[src/rtl/fi_pkg.sv]
package fi_pkg;

    typedef enum logic [2:0] {
        ST_IDLE,
        ST_OFF,
        ST_BOOT,
        ST_DELAY,
        ST_PULSE,
        ST_WATCH,
        ST_DONE
    } fi_state_e;

    typedef enum logic [1:0] {
        RES_NONE    = 2'd0,
        RES_PASS    = 2'd1,
        RES_FAIL    = 2'd2,
        RES_TIMEOUT = 2'd3
    } fi_result_e;

endpackage

[src/rtl/fi_qspi_snoop.sv]
// Passive quad-read decoder, oversampled in the system clock domain.
module fi_qspi_snoop #(
    parameter int          AW       = 24,
    parameter int          SYNC     = 2,
    parameter logic [7:0]  READ_CMD = 8'hEB
) (
    input  logic          clk,
    input  logic          rst_n,
    input  logic          sck,
    input  logic          cs_n,
    input  logic [3:0]    io,
    output logic          rd_done,
    output logic [AW-1:0] rd_addr
);
    localparam int CMD_BITS  = 8;
    localparam int ADDR_NIB  = AW / 4;
    localparam int DATA_EDGE = CMD_BITS + ADDR_NIB;
    localparam int QUAL_EDGE = DATA_EDGE + 1;
    localparam int CW        = $clog2(QUAL_EDGE + 1);
    localparam logic [5:0] IDLE_BUS = 6'b010000;

    logic [5:0]    pipe [SYNC];
    logic          sck_s, cs_s, sck_q, cs_q;
    logic [3:0]    io_s;
    logic          sck_rise, cs_rise;
    logic [CW-1:0] edge_cnt;
    logic [7:0]    cmd_sr;
    logic [AW-1:0] addr_sr;

    // synchronizer chain: {sck, cs_n, io[3:0]}
    always_ff @(posedge clk or negedge rst_n) begin
        if (!rst_n) begin
            for (int i = 0; i < SYNC; i++) pipe[i] <= IDLE_BUS;
        end else begin
            pipe[0] <= {sck, cs_n, io};
            for (int i = 1; i < SYNC; i++) pipe[i] <= pipe[i-1];
        end
    end

    assign sck_s    = pipe[SYNC-1][5];
    assign cs_s     = pipe[SYNC-1][4];
    assign io_s     = pipe[SYNC-1][3:0];
    assign sck_rise = sck_s & ~sck_q;
    assign cs_rise  = cs_s & ~cs_q;

    always_ff @(posedge clk or negedge rst_n) begin
        if (!rst_n) begin
            sck_q    <= 1'b0;
            cs_q     <= 1'b1;
            edge_cnt <= '0;
            cmd_sr   <= '0;
            addr_sr  <= '0;
            rd_done  <= 1'b0;
            rd_addr  <= '0;
        end else begin
            sck_q   <= sck_s;
            cs_q    <= cs_s;
            rd_done <= 1'b0;
            if (cs_s) begin
                edge_cnt <= '0;
            end else if (sck_rise) begin
                if (edge_cnt < CW'(CMD_BITS))
                    cmd_sr <= {cmd_sr[6:0], io_s[0]};
                else if (edge_cnt < CW'(DATA_EDGE))
                    addr_sr <= {addr_sr[AW-5:0], io_s};
                if (edge_cnt != CW'(QUAL_EDGE))
                    edge_cnt <= edge_cnt + CW'(1);
            end
            if (cs_rise && cmd_sr == READ_CMD && edge_cnt == CW'(QUAL_EDGE)) begin
                rd_done <= 1'b1;
                rd_addr <= addr_sr;
            end
        end
    end

endmodule

[src/rtl/fi_window_match.sv]
// Flags an address that lands inside any enabled window.
module fi_window_match #(
    parameter int AW = 24,
    parameter int NW = 3
) (
    input  logic [AW-1:0]    addr,
    input  logic [NW*AW-1:0] win_base,
    input  logic [NW*AW-1:0] win_len,
    output logic             hit
);
    logic [NW-1:0] hit_v;

    for (genvar w = 0; w < NW; w++) begin : g_win
        logic [AW-1:0] base_w, len_w, off_w;
        assign base_w   = win_base[w*AW +: AW];
        assign len_w    = win_len[w*AW +: AW];
        assign off_w    = addr - base_w;
        assign hit_v[w] = (len_w != '0) && (addr >= base_w) && (off_w < len_w);
    end

    assign hit = |hit_v;

endmodule

[src/rtl/fi_delay_sweep.sv]
// Holds the delay of the running attempt and steps it after each fail.
module fi_delay_sweep #(
    parameter int DW = 16
) (
    input  logic          clk,
    input  logic          rst_n,
    input  logic          load,
    input  logic          advance,
    input  logic [DW-1:0] base,
    input  logic [DW-1:0] step,
    input  logic [DW-1:0] limit,
    output logic [DW-1:0] cur
);
    logic [DW:0] sum;

    assign sum = {1'b0, cur} + {1'b0, step};

    always_ff @(posedge clk or negedge rst_n) begin
        if (!rst_n)
            cur <= '0;
        else if (load)
            cur <= base;
        else if (advance)
            cur <= (sum > {1'b0, limit}) ? base : sum[DW-1:0];
    end

endmodule

[src/rtl/fi_sequencer.sv]
// Attempt controller: power, flash swap, delayed pulse, success watch.
module fi_sequencer
    import fi_pkg::*;
#(
    parameter int         AW       = 24,
    parameter int         NW       = 3,
    parameter int         TW       = 24,
    parameter int         DW       = 16,
    parameter int         PW       = 8,
    parameter int         CW       = 32,
    parameter int         SYNC     = 2,
    parameter logic [7:0] READ_CMD = 8'hEB
) (
    input  logic             clk,
    input  logic             rst_n,
    input  logic             start,
    input  logic             qspi_sck,
    input  logic             qspi_cs_n,
    input  logic [3:0]       qspi_io,
    input  logic [TW-1:0]    cfg_off_cycles,
    input  logic [TW-1:0]    cfg_boot_cycles,
    input  logic [TW-1:0]    cfg_post_cycles,
    input  logic [DW-1:0]    cfg_delay_base,
    input  logic [DW-1:0]    cfg_delay_step,
    input  logic [DW-1:0]    cfg_delay_max,
    input  logic [PW-1:0]    cfg_pulse_width,
    input  logic [AW-1:0]    cfg_trig_addr,
    input  logic [NW*AW-1:0] cfg_win_base,
    input  logic [NW*AW-1:0] cfg_win_len,
    output logic             flash_sel,
    output logic             tgt_power_en,
    output logic             pulse_out,
    output logic             done,
    output logic [1:0]       last_result,
    output logic [CW-1:0]    attempt_count
);
    localparam int TMW_A = (TW > DW) ? TW : DW;
    localparam int TMW   = (TMW_A > PW) ? TMW_A : PW;

    function automatic logic [TMW-1:0] dur(input logic [TMW-1:0] n);
        return (n == '0) ? '0 : n - TMW'(1);
    endfunction

    fi_state_e      st_q, st_nxt;
    fi_result_e     res_q, fin_res;
    logic [TMW-1:0] tmr_q, tmr_nxt;
    logic [CW-1:0]  cnt_q;
    logic           fin, sweep_load, sweep_adv;
    logic           rd_done, win_hit_raw, trig_hit, win_hit, tmr_zero;
    logic [AW-1:0]  rd_addr;
    logic [DW-1:0]  cur_delay;

    fi_qspi_snoop #(.AW(AW), .SYNC(SYNC), .READ_CMD(READ_CMD)) u_snoop (
        .clk     (clk),
        .rst_n   (rst_n),
        .sck     (qspi_sck),
        .cs_n    (qspi_cs_n),
        .io      (qspi_io),
        .rd_done (rd_done),
        .rd_addr (rd_addr)
    );

    fi_window_match #(.AW(AW), .NW(NW)) u_win (
        .addr     (rd_addr),
        .win_base (cfg_win_base),
        .win_len  (cfg_win_len),
        .hit      (win_hit_raw)
    );

    fi_delay_sweep #(.DW(DW)) u_sweep (
        .clk     (clk),
        .rst_n   (rst_n),
        .load    (sweep_load),
        .advance (sweep_adv),
        .base    (cfg_delay_base),
        .step    (cfg_delay_step),
        .limit   (cfg_delay_max),
        .cur     (cur_delay)
    );

    assign trig_hit = rd_done && (rd_addr == cfg_trig_addr);
    assign win_hit  = rd_done && win_hit_raw;
    assign tmr_zero = (tmr_q == '0);

    // next state and timer load
    always_comb begin
        st_nxt     = st_q;
        tmr_nxt    = tmr_zero ? tmr_q : tmr_q - TMW'(1);
        fin        = 1'b0;
        fin_res    = RES_NONE;
        sweep_load = 1'b0;
        sweep_adv  = 1'b0;
        unique case (st_q)
            ST_IDLE: begin
                if (start) begin
                    st_nxt     = ST_OFF;
                    tmr_nxt    = dur(TMW'(cfg_off_cycles));
                    sweep_load = 1'b1;
                end
            end
            ST_OFF: begin
                if (tmr_zero) begin
                    st_nxt  = ST_BOOT;
                    tmr_nxt = dur(TMW'(cfg_boot_cycles));
                end
            end
            ST_BOOT: begin
                if (trig_hit) begin
                    if (cur_delay == '0) begin
                        st_nxt  = ST_PULSE;
                        tmr_nxt = dur(TMW'(cfg_pulse_width));
                    end else begin
                        st_nxt  = ST_DELAY;
                        tmr_nxt = dur(TMW'(cur_delay));
                    end
                end else if (tmr_zero) begin
                    st_nxt  = ST_OFF;
                    tmr_nxt = dur(TMW'(cfg_off_cycles));
                    fin     = 1'b1;
                    fin_res = RES_TIMEOUT;
                end
            end
            ST_DELAY: begin
                if (tmr_zero) begin
                    st_nxt  = ST_PULSE;
                    tmr_nxt = dur(TMW'(cfg_pulse_width));
                end
            end
            ST_PULSE: begin
                if (tmr_zero) begin
                    st_nxt  = ST_WATCH;
                    tmr_nxt = dur(TMW'(cfg_post_cycles));
                end
            end
            ST_WATCH: begin
                if (win_hit) begin
                    st_nxt  = ST_DONE;
                    fin     = 1'b1;
                    fin_res = RES_PASS;
                end else if (tmr_zero) begin
                    st_nxt    = ST_OFF;
                    tmr_nxt   = dur(TMW'(cfg_off_cycles));
                    fin       = 1'b1;
                    fin_res   = RES_FAIL;
                    sweep_adv = 1'b1;
                end
            end
            ST_DONE: begin
                st_nxt = ST_DONE;
            end
            default: st_nxt = ST_IDLE;
        endcase
    end

    // state register, timer, result and attempt count
    always_ff @(posedge clk or negedge rst_n) begin
        if (!rst_n) begin
            st_q  <= ST_IDLE;
            tmr_q <= '0;
            res_q <= RES_NONE;
            cnt_q <= '0;
        end else begin
            st_q  <= st_nxt;
            tmr_q <= tmr_nxt;
            if (fin) begin
                res_q <= fin_res;
                cnt_q <= cnt_q + CW'(1);
            end
        end
    end

    // Moore outputs
    always_comb begin
        flash_sel    = 1'b0;
        tgt_power_en = 1'b0;
        pulse_out    = 1'b0;
        done         = 1'b0;
        unique case (st_q)
            ST_IDLE, ST_OFF: ;
            ST_BOOT: tgt_power_en = 1'b1;
            ST_DELAY, ST_WATCH: begin
                tgt_power_en = 1'b1;
                flash_sel    = 1'b1;
            end
            ST_PULSE: begin
                tgt_power_en = 1'b1;
                flash_sel    = 1'b1;
                pulse_out    = 1'b1;
            end
            ST_DONE: begin
                tgt_power_en = 1'b1;
                flash_sel    = 1'b1;
                done         = 1'b1;
            end
            default: ;
        endcase
    end

    assign last_result   = res_q;
    assign attempt_count = cnt_q;

endmodule

[config.mk]
export PLATFORM = sky130hd
export DESIGN_NAME = fi_sequencer
export DESIGN_NICKNAME = d
export VERILOG_FILES = /design/src/rtl/fi_pkg.sv /design/src/rtl/fi_qspi_snoop.sv /design/src/rtl/fi_window_match.sv /design/src/rtl/fi_delay_sweep.sv /design/src/rtl/fi_sequencer.sv
export SDC_FILE = /design/constraint.sdc
export NUM_CORES = 1
export LEC_CHECK = 0
export BUFFER_PORTS_ARGS = -buffer_cell sky130_fd_sc_hd__buf_2
export CORE_ASPECT_RATIO = 0.75
export CORE_MARGIN = 2
export CORE_UTILIZATION = 35
export CTS_BUF_LIST = sky130_fd_sc_hd__clkbuf_2 sky130_fd_sc_hd__clkbuf_4 sky130_fd_sc_hd__clkbuf_8
export CTS_CLUSTER_DIAMETER = 200
export DETAILED_ROUTE_END_ITERATION = 10
export HOLD_SLACK_MARGIN = 0.08
export PLACE_DENSITY = 0.58
export SKIP_LAST_GASP = 1
export SYNTH_ARGS = -nofsm -noshare
export SYNTH_HDL_FRONTEND = slang
export SYNTH_HIERARCHICAL = 1
export SYNTH_SLANG_ARGS = --single-unit
export TNS_END_PERCENT = 30
[constraint.sdc]
create_clock -name clk -period 6.4 [get_ports clk]
set_clock_uncertainty 0.1 [all_clocks]
set_input_delay 0.64 -clock clk [delete_from_list [all_inputs] [get_ports clk]]
set_output_delay 0.64 -clock clk [all_outputs]
set_load 0.01 [all_outputs]
# After elaboration in Yosys (flattened, before gate mapping)
# Cells that the tools add are included.
# word_totals
register_bits	152
inputBits	305
out_inout_bits	38
word_cells	132
# op_classes
addsub	12
n_lt_le_gt_ge	9
n_eq_ne	14
n_mux	47
n_bitwise	6
reduce_logical	30
# op_table
cell	count
24-bit 2-to-1 mux	13
24-bit one-hot mux with 6 select lines	1
24-bit logical NOT	4
24-bit by 1-bit subtractor with 24-bit output (second input constant)	4
24-bit >= comparator	3
24-bit < comparator	3
24-bit nonzero test	3
24-bit subtractor	3
16-bit 2-to-1 mux	3
32-bit by 1-bit adder with 32-bit output (second input constant)	1
24-bit equality test	1
3-bit 2-to-1 mux	8
3-bit one-hot mux with 7 select lines	1
16-bit by 16-bit adder with 17-bit output	1
17-bit by 16-bit greater-than comparator with 1-bit output	1
16-bit by 1-bit subtractor with 17-bit output (second input constant)	1
16-bit logical NOT	1
1-bit 2-to-1 mux	12
4-bit 2-to-1 mux	3
1-bit logical AND	10
3-bit equality test (second input constant)	3
8-bit by 1-bit subtractor with 9-bit output (second input constant)	1
8-bit equality test (second input constant)	1
8-bit logical NOT	1
20 further kinds	35

# Depth between registers and ports, before layout
# Gate-level depths: netlist (run 1).
# depth
depth_word	9
depth_mapped	30
ltp_nobuf	28

# Modules after synthesis
# Netlist (run 1), hierarchy kept.
# modules_own_cells
module	n_inst	cells_per_inst	area_each_um2	seq_area_each_um2
fi_sequencer	1	944	7038.0	1526.5
fi_window_match	1	791	5594.1	0.0
fi_qspi_snoop	1	162	2832.7	1880.6
fi_delay_sweep	1	259	2003.2	400.4

# Worst setup path after synthesis (run 1)
# No wires, ideal clock.
# synth_timing
path_kind	input-to-reg
start	input cfg_win_base[48]
end	register u_sweep.cur[1]
setup_ns	0.141
t_arrival_ns	5.334
required_time_ns	6.159
slack_ns	0.825
stages	29
path_buffers	3
cell_sequence	ha_1 > inv_1 > fa_1 > a211oi_1 > nor2_1 > o22a_1 > a21oi_1 > nor2b_1 > o21ai_0 > nor2b_1 > xnor2_1 > ha_1 > nand4_1 > nor2_1 > o311a_1 > a2111oi_0 > nand2_1 > o21ai_0 > nand3_1 > o311ai_1 > nand2_1 > nand2_1 > clkbuf_1 > nor2_1 > or2_2 > buf_1 > clkbuf_1 > nor2_1 > a31oi_1
# synth_between
elab_chain_cells	8
word_cells_on_any_way	10
cone_classes	add/sub (1); order compare (2); mux (2); reduce/logical (5)
# synth_lines
element	line	rtl
start: declaration	fi_sequencer.sv:28	input logic [NW*AW-1:0] cfg_win_base,
24-bit subtractor or 24-bit >= comparator (tied branches)	fi_window_match.sv:17, fi_window_match.sv:18	
24-bit < comparator or 1-bit logical AND (tied branches)	fi_window_match.sv:18	assign hit_v[w] = (len_w != '0) && (addr >= base_w) && (off_w < len_w);
1-bit logical AND (*)	fi_window_match.sv:18	
3-bit OR reduction (*)	fi_window_match.sv:21	assign hit = |hit_v;
via win_hit_raw	fi_sequencer.sv:49	logic rd_done, win_hit_raw, trig_hit, win_hit, tmr_zero;
1-bit logical AND (*)	fi_sequencer.sv:82	assign win_hit = rd_done && win_hit_raw;
1-bit 2-to-1 mux (*)	fi_sequencer.sv:136	if (win_hit) begin
1-bit 2-to-1 mux (*)	fi_sequencer.sv:93	unique case (st_q)
via sweep_adv	fi_sequencer.sv:48	logic fin, sweep_load, sweep_adv;
2-bit nonzero test (no line) (*)	n/a	
end signal: assignment	fi_delay_sweep.sv:22	cur <= base;
end signal: assignment	fi_delay_sweep.sv:24	cur <= (sum > {1'b0, limit}) ? base : sum[DW-1:0];
end: declaration	fi_delay_sweep.sv:12	output logic [DW-1:0] cur
# The timed path passes the listed nets; every way through them passes the cells marked *.
# A chain may end at the register's enable or synchronous reset.

# Worst setup path in the final report (run 1)
# layout_timing
start	register u_snoop.rd_addr[0]
end	register cnt_q[15] (netlist: attempt_count[15])
# layout_between
elab_chain_cells	7
word_cells_on_any_way	22
cone_classes	add/sub (3); order compare (6); eq/ne (1); mux (3); reduce/logical (9)
# layout_lines
element	line	rtl
start: declaration	fi_qspi_snoop.sv:13	output logic [AW-1:0] rd_addr
start signal: assignment	fi_qspi_snoop.sv:71	rd_addr <= addr_sr;
24-bit subtractor or 24-bit >= comparator (tied branches)	fi_window_match.sv:17, fi_window_match.sv:18	
24-bit < comparator or 1-bit logical AND (tied branches)	fi_window_match.sv:18	
1-bit logical AND	fi_window_match.sv:18	
3-bit OR reduction (*)	fi_window_match.sv:21	
via win_hit_raw	fi_sequencer.sv:49	
1-bit logical AND (*)	fi_sequencer.sv:82	
1-bit 2-to-1 mux (*)	fi_sequencer.sv:136	
1-bit one-hot mux with 2 select lines (*)	fi_sequencer.sv:93	
end signal: assignment	fi_sequencer.sv:167	cnt_q <= cnt_q + CW'(1);
end: declaration	fi_sequencer.sv:47	logic [CW-1:0] cnt_q;
# Marks and branches as above.

==> results_dict.tcl, run 1 <==
set metrics [dict create \
    status "finished clean" \
    floorplan.initialDensity 0.356 \
    io_buffer_count 342 \
    globalRouteOverflowTotal 0 \
    placementRows 70 \
    path_class "flop to flop" \
    top_layer_used "met4" \
    period_minus_slack_ns 6.06 \
    h-tree-depth 4 \
    drive_gt1_frac 0.219 \
    worstMarginPinSlew_ns 1.39 \
    ant_nets 0 \
    clock-sinks 152 \
    syn_inst 2156 \
    wl_met2_um 28300 \
    wl_met1_um 32600 \
    antenna_cells 0 \
    power-per-cell-area_nw_per_um2 211 \
    cp_max_fo 7 \
    synth_fa_ha_area_frac 0.135 \
    layout-area-overhead-vs-synth_pct 17.3 \
    wl_um 67800 \
    num_vias 18119 \
    grt_pass1_wl_um 101000 \
    cts_buffers 17 \
    ir_drop_mv 0.169 \
    syn_nets 2647 \
    drc 0 \
    end_kind "flop" \
    hp-class "input pin to asynchronous set/reset pin" \
    clkTransAtPathRegs_ns 0.10 \
    slew_headroom 0.0686 \
    synth-simple-area-share 0.226 \
    yosys_warnings 6 \
    required_ns 6.66 \
    leakage_uw 0.00987 \
    synth_edf_count 0 \
    fillers 5048 \
    dp_worst_setup_slack_ns 0.149 \
    cap_viol_max_count 0 \
    routedWlPerCell_um 21.5 \
    syn_area_per_cell_um2 8.10 \
    route.met3.wl_um 5850 \
    worstSkewPairLatency_ns 0.47 \
    dr.pass1.iters 6 \
    die_h_um 197 \
    tns_ns 0 \
    cp.arrival_ns 6.32 \
    die-area_um2 51700 \
    ctsHoldBuffers 0 \
    grt_max_degree 94 \
    hpwl_um 55700 \
    fmax_mhz 165 \
    grt_pass1_vias 17058 \
    yosysSeqAreaShare 0.218 \
    fp.dieW_um 262 \
    clk_path_buf_depth 2 \
    syn_area_um2 17500 \
    synth-seq-cells 152 \
    hold_violations 0 \
    timing.final.ws_setup_ns 0.337 \
    routabilityCongestion 0.954 \
    synth_xor_area_frac 0.0973 \
    final_nets 2987 \
    start_kind "flop" \
    drt_iter0_markers 1388 \
    synth_top_family_by_area "simple AND/OR/NAND/NOR gates" \
    routed_via_density 5.74 \
    core_um2 49000 \
    async_reset_ff_frac 1.00 \
    finalSetupViolCount 0 \
    gr-usage-all-layers 0.255 \
    yosysUniqueCellTypes 100 \
    synth.area.mux_share 0.0456 \
    fin_crit_sh 0.947 \
    clockRootBuffer "clkbuf_8" \
    rsz0062_at_grt "yes" \
    synthFlopType "dfrtp_1" \
    cts_tree "yes" \
    io_pins 343 \
    synth_compound_area_frac 0.218 \
    antenna_found_initial 1 \
    slew_violations 0 \
]
## cell usage after synthesis, types with 7 or more instances
cell type / n / share of area
clkbuf_1: 47 / 0.010
and3_1: 16 / 0.0057
o211ai_1: 19 / 0.0082
a21o_1: 64 / 0.028
o31ai_1: 17 / 0.0073
a311oi_1: 7 / 0.0035
mux2_4: 19 / 0.016
a211oi_1: 15 / 0.0064
inv_1: 197 / 0.042
mux2_2: 40 / 0.026
a31oi_1: 37 / 0.013
nor3_1: 70 / 0.020
nor3b_1: 8 / 0.0034
a21oi_1: 128 / 0.037
o21ai_0: 111 / 0.032
o21ai_1: 10 / 0.0029
xnor2_1: 122 / 0.061
or4_1: 23 / 0.0099
or3_1: 28 / 0.010
nand2b_1: 13 / 0.0047
nor2_1: 153 / 0.033
a211o_1: 9 / 0.0045
or2_2: 9 / 0.0032
buf_2: 8 / 0.0023
dfrtp_1: 149 / 0.21
nand3_1: 74 / 0.021
nand2_1: 131 / 0.028
o21a_1: 20 / 0.0086
o22ai_1: 17 / 0.0061
ha_1: 182 / 0.13
nor4b_1: 11 / 0.0055
xor2_1: 72 / 0.036
and4_1: 10 / 0.0050
o21bai_1: 10 / 0.0043
nor4_1: 62 / 0.022
nor2b_1: 24 / 0.0086
nand4_1: 51 / 0.018
and2_1: 11 / 0.0039
o2111ai_1: 8 / 0.0040
## where the power goes
group | switching (µW) | leakage [µW] | total, µW | internal [µW]
logic | 1370 | 0.00771 | 2280 | 910
registers | 218 | 0.00197 | 1330 | 1110
clock network | 391 | 0.000183 | 710 | 319
total | 1980 | 0.00987 | 4320 | 2340
## final cells by class
cell class | count | area (µm²) | area share
flip-flops and latches | 152 | 3810 | 0.186
inverters | 198 | 743 | 0.0363
well taps | 648 | 811 | 0.0396
clock inverters | 12 | 104 | 0.00507
multi-input cells | 1741 | 12700 | 0.620
repair buffers | 386 | 2060 | 0.101
clock buffers | 20 | 256 | 0.0125
## registers in the layout (all words and copies together), names as in the netlist, 2 cells and up
signal,flops
st_q,3
u_snoop/pipe,7
tmr_q,24
u_sweep/cur,16
u_snoop/rd_addr,24
u_snoop/io_s,4
u_snoop/cmd_sr,8
last_result,2
attempt_count,32
u_snoop/edge_cnt,4
u_snoop/addr_sr,24
## what timing repair did
item	4_1_cts	5_1_grt
setup endpoints to repair	0	63
gates resized for setup	0	23
hold endpoints to repair	0	0
setup buffers	0	3
## path summary, 6_finish.rpt
path	end	slack [ns]	startpoint	cells after the start
min reg2reg	u_snoop/io_s[2]$_DFF_PN0_	0.25	u_snoop/pipe[8]$_DFF_PN0_	0
max reg2reg	attempt_count[15]$_DFFE_PN0P_	0.34	u_snoop/rd_addr[0]$_DFFE_PN0P_	25
min	last_result[0]$_DFFE_PN0P_	0.09	rst_n	1
max	attempt_count[15]$_DFFE_PN0P_	0.34	u_snoop/rd_addr[0]$_DFFE_PN0P_	25
min in group clk	u_snoop/pipe[9]$_DFF_PN0_	0.17	qspi_io[3]	1
max in group asynchronous	u_snoop/rd_addr[2]$_DFFE_PN0P_	4.67	rst_n	2
## per-layer routing
layer | vias up | track usage
met3 | 65 | 0.0554
met5 | - | 0
met4 | 0 | 0.0517
met2 | 735 | 0.372
met1 | 8666 | 0.380
li1 | 8653 | -
## kinds of logic (layout without fill, tap and decap cells)
group           after synthesis  count (layout)
buf+inv                     263             616
xor+xnor                    194             194
compound gates              564             564
fa+ha+maj                   186             186
flops                       152             152
mux                          65              65
simple gates                732             732
## per-stage QoR
stage / cell area, µm² / instances / total power (µW) / hold WS [ns] / utilization
global placement: 20000 / 3122 / 3540 / 0.236 / 0.408
floorplan: 17500 / 2156 / 2820 / 0.231 / -
detailed placement: 20000 / 3122 / 3550 / 0.236 / 0.408
CTS: 20400 / 3154 / 4280 / 0.129 / 0.415
finish: 20500 / 3157 / 4320 / 0.0890 / 0.418
global route: 20500 / 3157 / 4620 / 0.131 / 0.418
## layout by cell type (no fill, tap or decap), drive strengths merged, types with 24 or more instances in the layout
master / n
inv: 199
a31oi: 37
a21o: 64
mux2: 59
a21oi: 129
dfrtp: 149
nand4: 51
or4: 25
nand2: 131
nand3: 74
or3: 31
nor3: 72
nor4: 64
buf: 386
xnor2: 122
ha: 182
nor2: 153
nor2b: 24
xor2: 72
o21ai: 125
## critical path, stage by stage, from the launching register on
cell and delay (ns):
dfrtp_1 0.42, inv_1 0.10, buf_4 0.17, ha_1 0.20, fa_1 0.23, nor2b_2 0.07, o31a_1 0.32, o211ai_1 0.23
nand2b_1 0.13, a211o_1 0.32, or4_1 0.40, nand3_1 0.12, ha_1 0.24, nand4_1 0.11, nor3_2 0.07, a2111oi_2 0.33
o21ai_0 0.14, a311oi_1 0.30, o211ai_1 0.28, o311ai_1 0.15, buf_4 0.18, and2_1 0.19, o21ai_2 0.16, a21boi_4 0.24
or4b_4 0.59, xnor2_1 0.13
(Power assumes the default switching activity.)
==> inputs of run 2 (changes only) <==
- SYNTH_HIERARCHICAL: 1 -> not set
==> results_dict.tcl, run 2 <==
set metrics [dict create \
    cts_tree "yes" \
    cap_viol_max_count 0 \
    io_pins 343 \
    dpl_cell_area_um2 19000 \
    design_area_um2 19500 \
    routed_via_density 5.48 \
    clockRootBuffer "clkbuf_8" \
    drt_iter0_markers 1293 \
    ir_drop_mv 0.0990 \
    synth_compound_area_frac 0.206 \
    routedWlPerCell_um 19.5 \
    ant_nets 0 \
    yosysMostFrequentCell "inv_1" \
    grt_pass1_vias 16076 \
    grt_max_degree 80 \
    cp_max_fo 7 \
    yosysUniqueCellTypes 78 \
    antenna_found_initial 4 \
    hold_violations 0 \
    dr.pass1.iters 7 \
    path_class "flop to flop" \
    slew_headroom 0.197 \
    totalPowerFinal_uw 2820 \
    finalSetupViolCount 0 \
    syn_area_per_cell_um2 8.04 \
    synth_common_cells "inv_1, ha_1, nor2_1" \
    worstSkewPairLatency_ns 0.48 \
    fin_cells 3043 \
    hpwl_um 48600 \
    cp_common_cell "a21oi_1" \
    largest_reg_flops 32 \
    routabilityCongestion 0.917 \
    drc 0 \
    h-tree-depth 4 \
    fmax_mhz 168 \
    clk_path_buf_depth 2 \
    fp.dieW_um 255 \
    end_kind "flop" \
    synth_top_area_frac 0.226 \
    tns_ns 0 \
    syn_inst 2052 \
    synth_edf_count 0 \
    globalRouteOverflowTotal 0 \
    hp-class "input pin to asynchronous set/reset pin" \
    num_vias 16684 \
    layout-area-overhead-vs-synth_pct 18.4 \
    rsz0062_at_grt "no" \
    worstMarginPinSlew_ns 1.19 \
    power-per-cell-area_nw_per_um2 144 \
    seq_area_um2 3810 \
    syn_nets 2545 \
    clock-sinks 152 \
    leakage_uw 0.00960 \
    final_nets 2891 \
    floorplan.initialDensity 0.356 \
    final_cell_mix "buf_2, inv_1, nor2_1, ha_1, dfrtp_1" \
    startpoint "u_snoop.rd_addr[8]$_DFFE_PN0P_" \
    grt_pass1_wl_um 90500 \
    post_cts_buffers 0 \
    die_h_um 192 \
    period_minus_slack_ns 5.95 \
    synth_top_area_cell "dfrtp_1" \
    r2r-start "u_snoop.rd_addr[8]$_DFFE_PN0P_" \
    cts_buffers 17 \
    clkTransAtPathRegs_ns 0.12 \
    fin_crit_sh 0.929 \
    async_reset_ff_frac 1.00 \
    synthFlopType "dfrtp_1" \
    ctsHoldBuffers 0 \
    synth_fa_ha_area_frac 0.144 \
    syn_area_um2 16500 \
    wl_um 59300 \
    core_um2 46300 \
    io_buffer_count 342 \
    placementRows 68 \
    drive_gt1_frac 0.203 \
    start_kind "flop" \
    status "finished clean" \
    yosysSeqAreaShare 0.231 \
    gr-usage-all-layers 0.239 \
    synth_xor_area_frac 0.117 \
    cp.arrival_ns 6.22 \
    required_ns 6.68 \
    cts_resized 0 \
    ys_top_cells_by_area "dfrtp_1, ha_1, xnor2_1" \
    synth_top_family_by_area "compound AO/OA/AOI/OAI gates" \
    die-area_um2 48900 \
    layout_commonest_cell "buf_2" \
    fillers 4799 \
    cpMaxStageDelayCell "dfrtp_1" \
    synth.area.mux_share 0.0485 \
    slew_violations 0 \
    synth-seq-cells 152 \
    worst_path_largest_cell_delay_ns 0.51 \
    multiInputGateArea_um2 11800 \
    dp.cells 3009 \
    hold_ws_ns 0.0824 \
    yosys_warnings 0 \
    synth-simple-area-share 0.196 \
]
run 2: kinds of logic (layout without fill, tap and decap cells):
group	count (synthesis)	in the layout
AOI/OAI and AO/OA	529	529
buffers and inverters	247	606
DFF	152	152
and+or+nand+nor	643	643
adders and majority gates	188	188
xor gates and xnor gates	220	220
muxes	73	73
other	0	2
run 2: stage by stage:
stage,setup WS [ns],util
final,0.453,0.422
after global routing,0.0422,0.422
after CTS,0.165,0.421
after detailed placement,-0.0288,0.412
after global placement,0.0413,0.412
after floorplan,1.05,-
run 2: area by class of cell:
type                    count  area share
diodes                      2    0.000256
clock buffers              17      0.0120
clock inverters            15      0.0104
inverters                 203      0.0390
multi-input cells        1653       0.603
flip-flops and latches    152       0.195
well taps                 630      0.0404
repair buffers            371      0.0998
run 2: where the power goes:
| part | internal, µW | switching [µW] |
|---|---|---|
| logic | 410 | 496 |
| registers | 1030 | 71.1 |
| clock network | 340 | 478 |
run 2: critical path, delay by kind of cell (launching register included):
kind,cells,cell delay [ns]
xor+xnor,1,0.15
compound gates,17,3.15
flops,1,0.51
fa+ha+maj,2,0.70
simple gates,2,0.67
buf+inv,3,0.58
run 2: layer usage:
layer / track usage / part of all wire / vias to the layer above
met2: 0.354 / 0.42 / 571
met1: 0.351 / 0.48 / 7967
met5: 0 / 0.00067 / -
met4: 0.0421 / 0.012 / 6
met3: 0.0577 / 0.087 / 54
li1: - / - / 8086
run 2: worst paths after layout:
path,slack [ns],cells past startpoint,endpoint
max,0.45,25,tmr_q[20]$_DFF_PN0_
max reg2reg,0.45,25,tmr_q[20]$_DFF_PN0_
max in group asynchronous,4.61,2,u_snoop.addr_sr[9]$_DFFE_PN0P_
min in group clk,0.15,1,u_snoop.pipe[10]$_DFF_PN1_
min reg2reg,0.25,0,u_snoop.pipe[5]$_DFF_PN0_
min,0.08,1,u_sweep.cur[11]$_DFFE_PN0P_
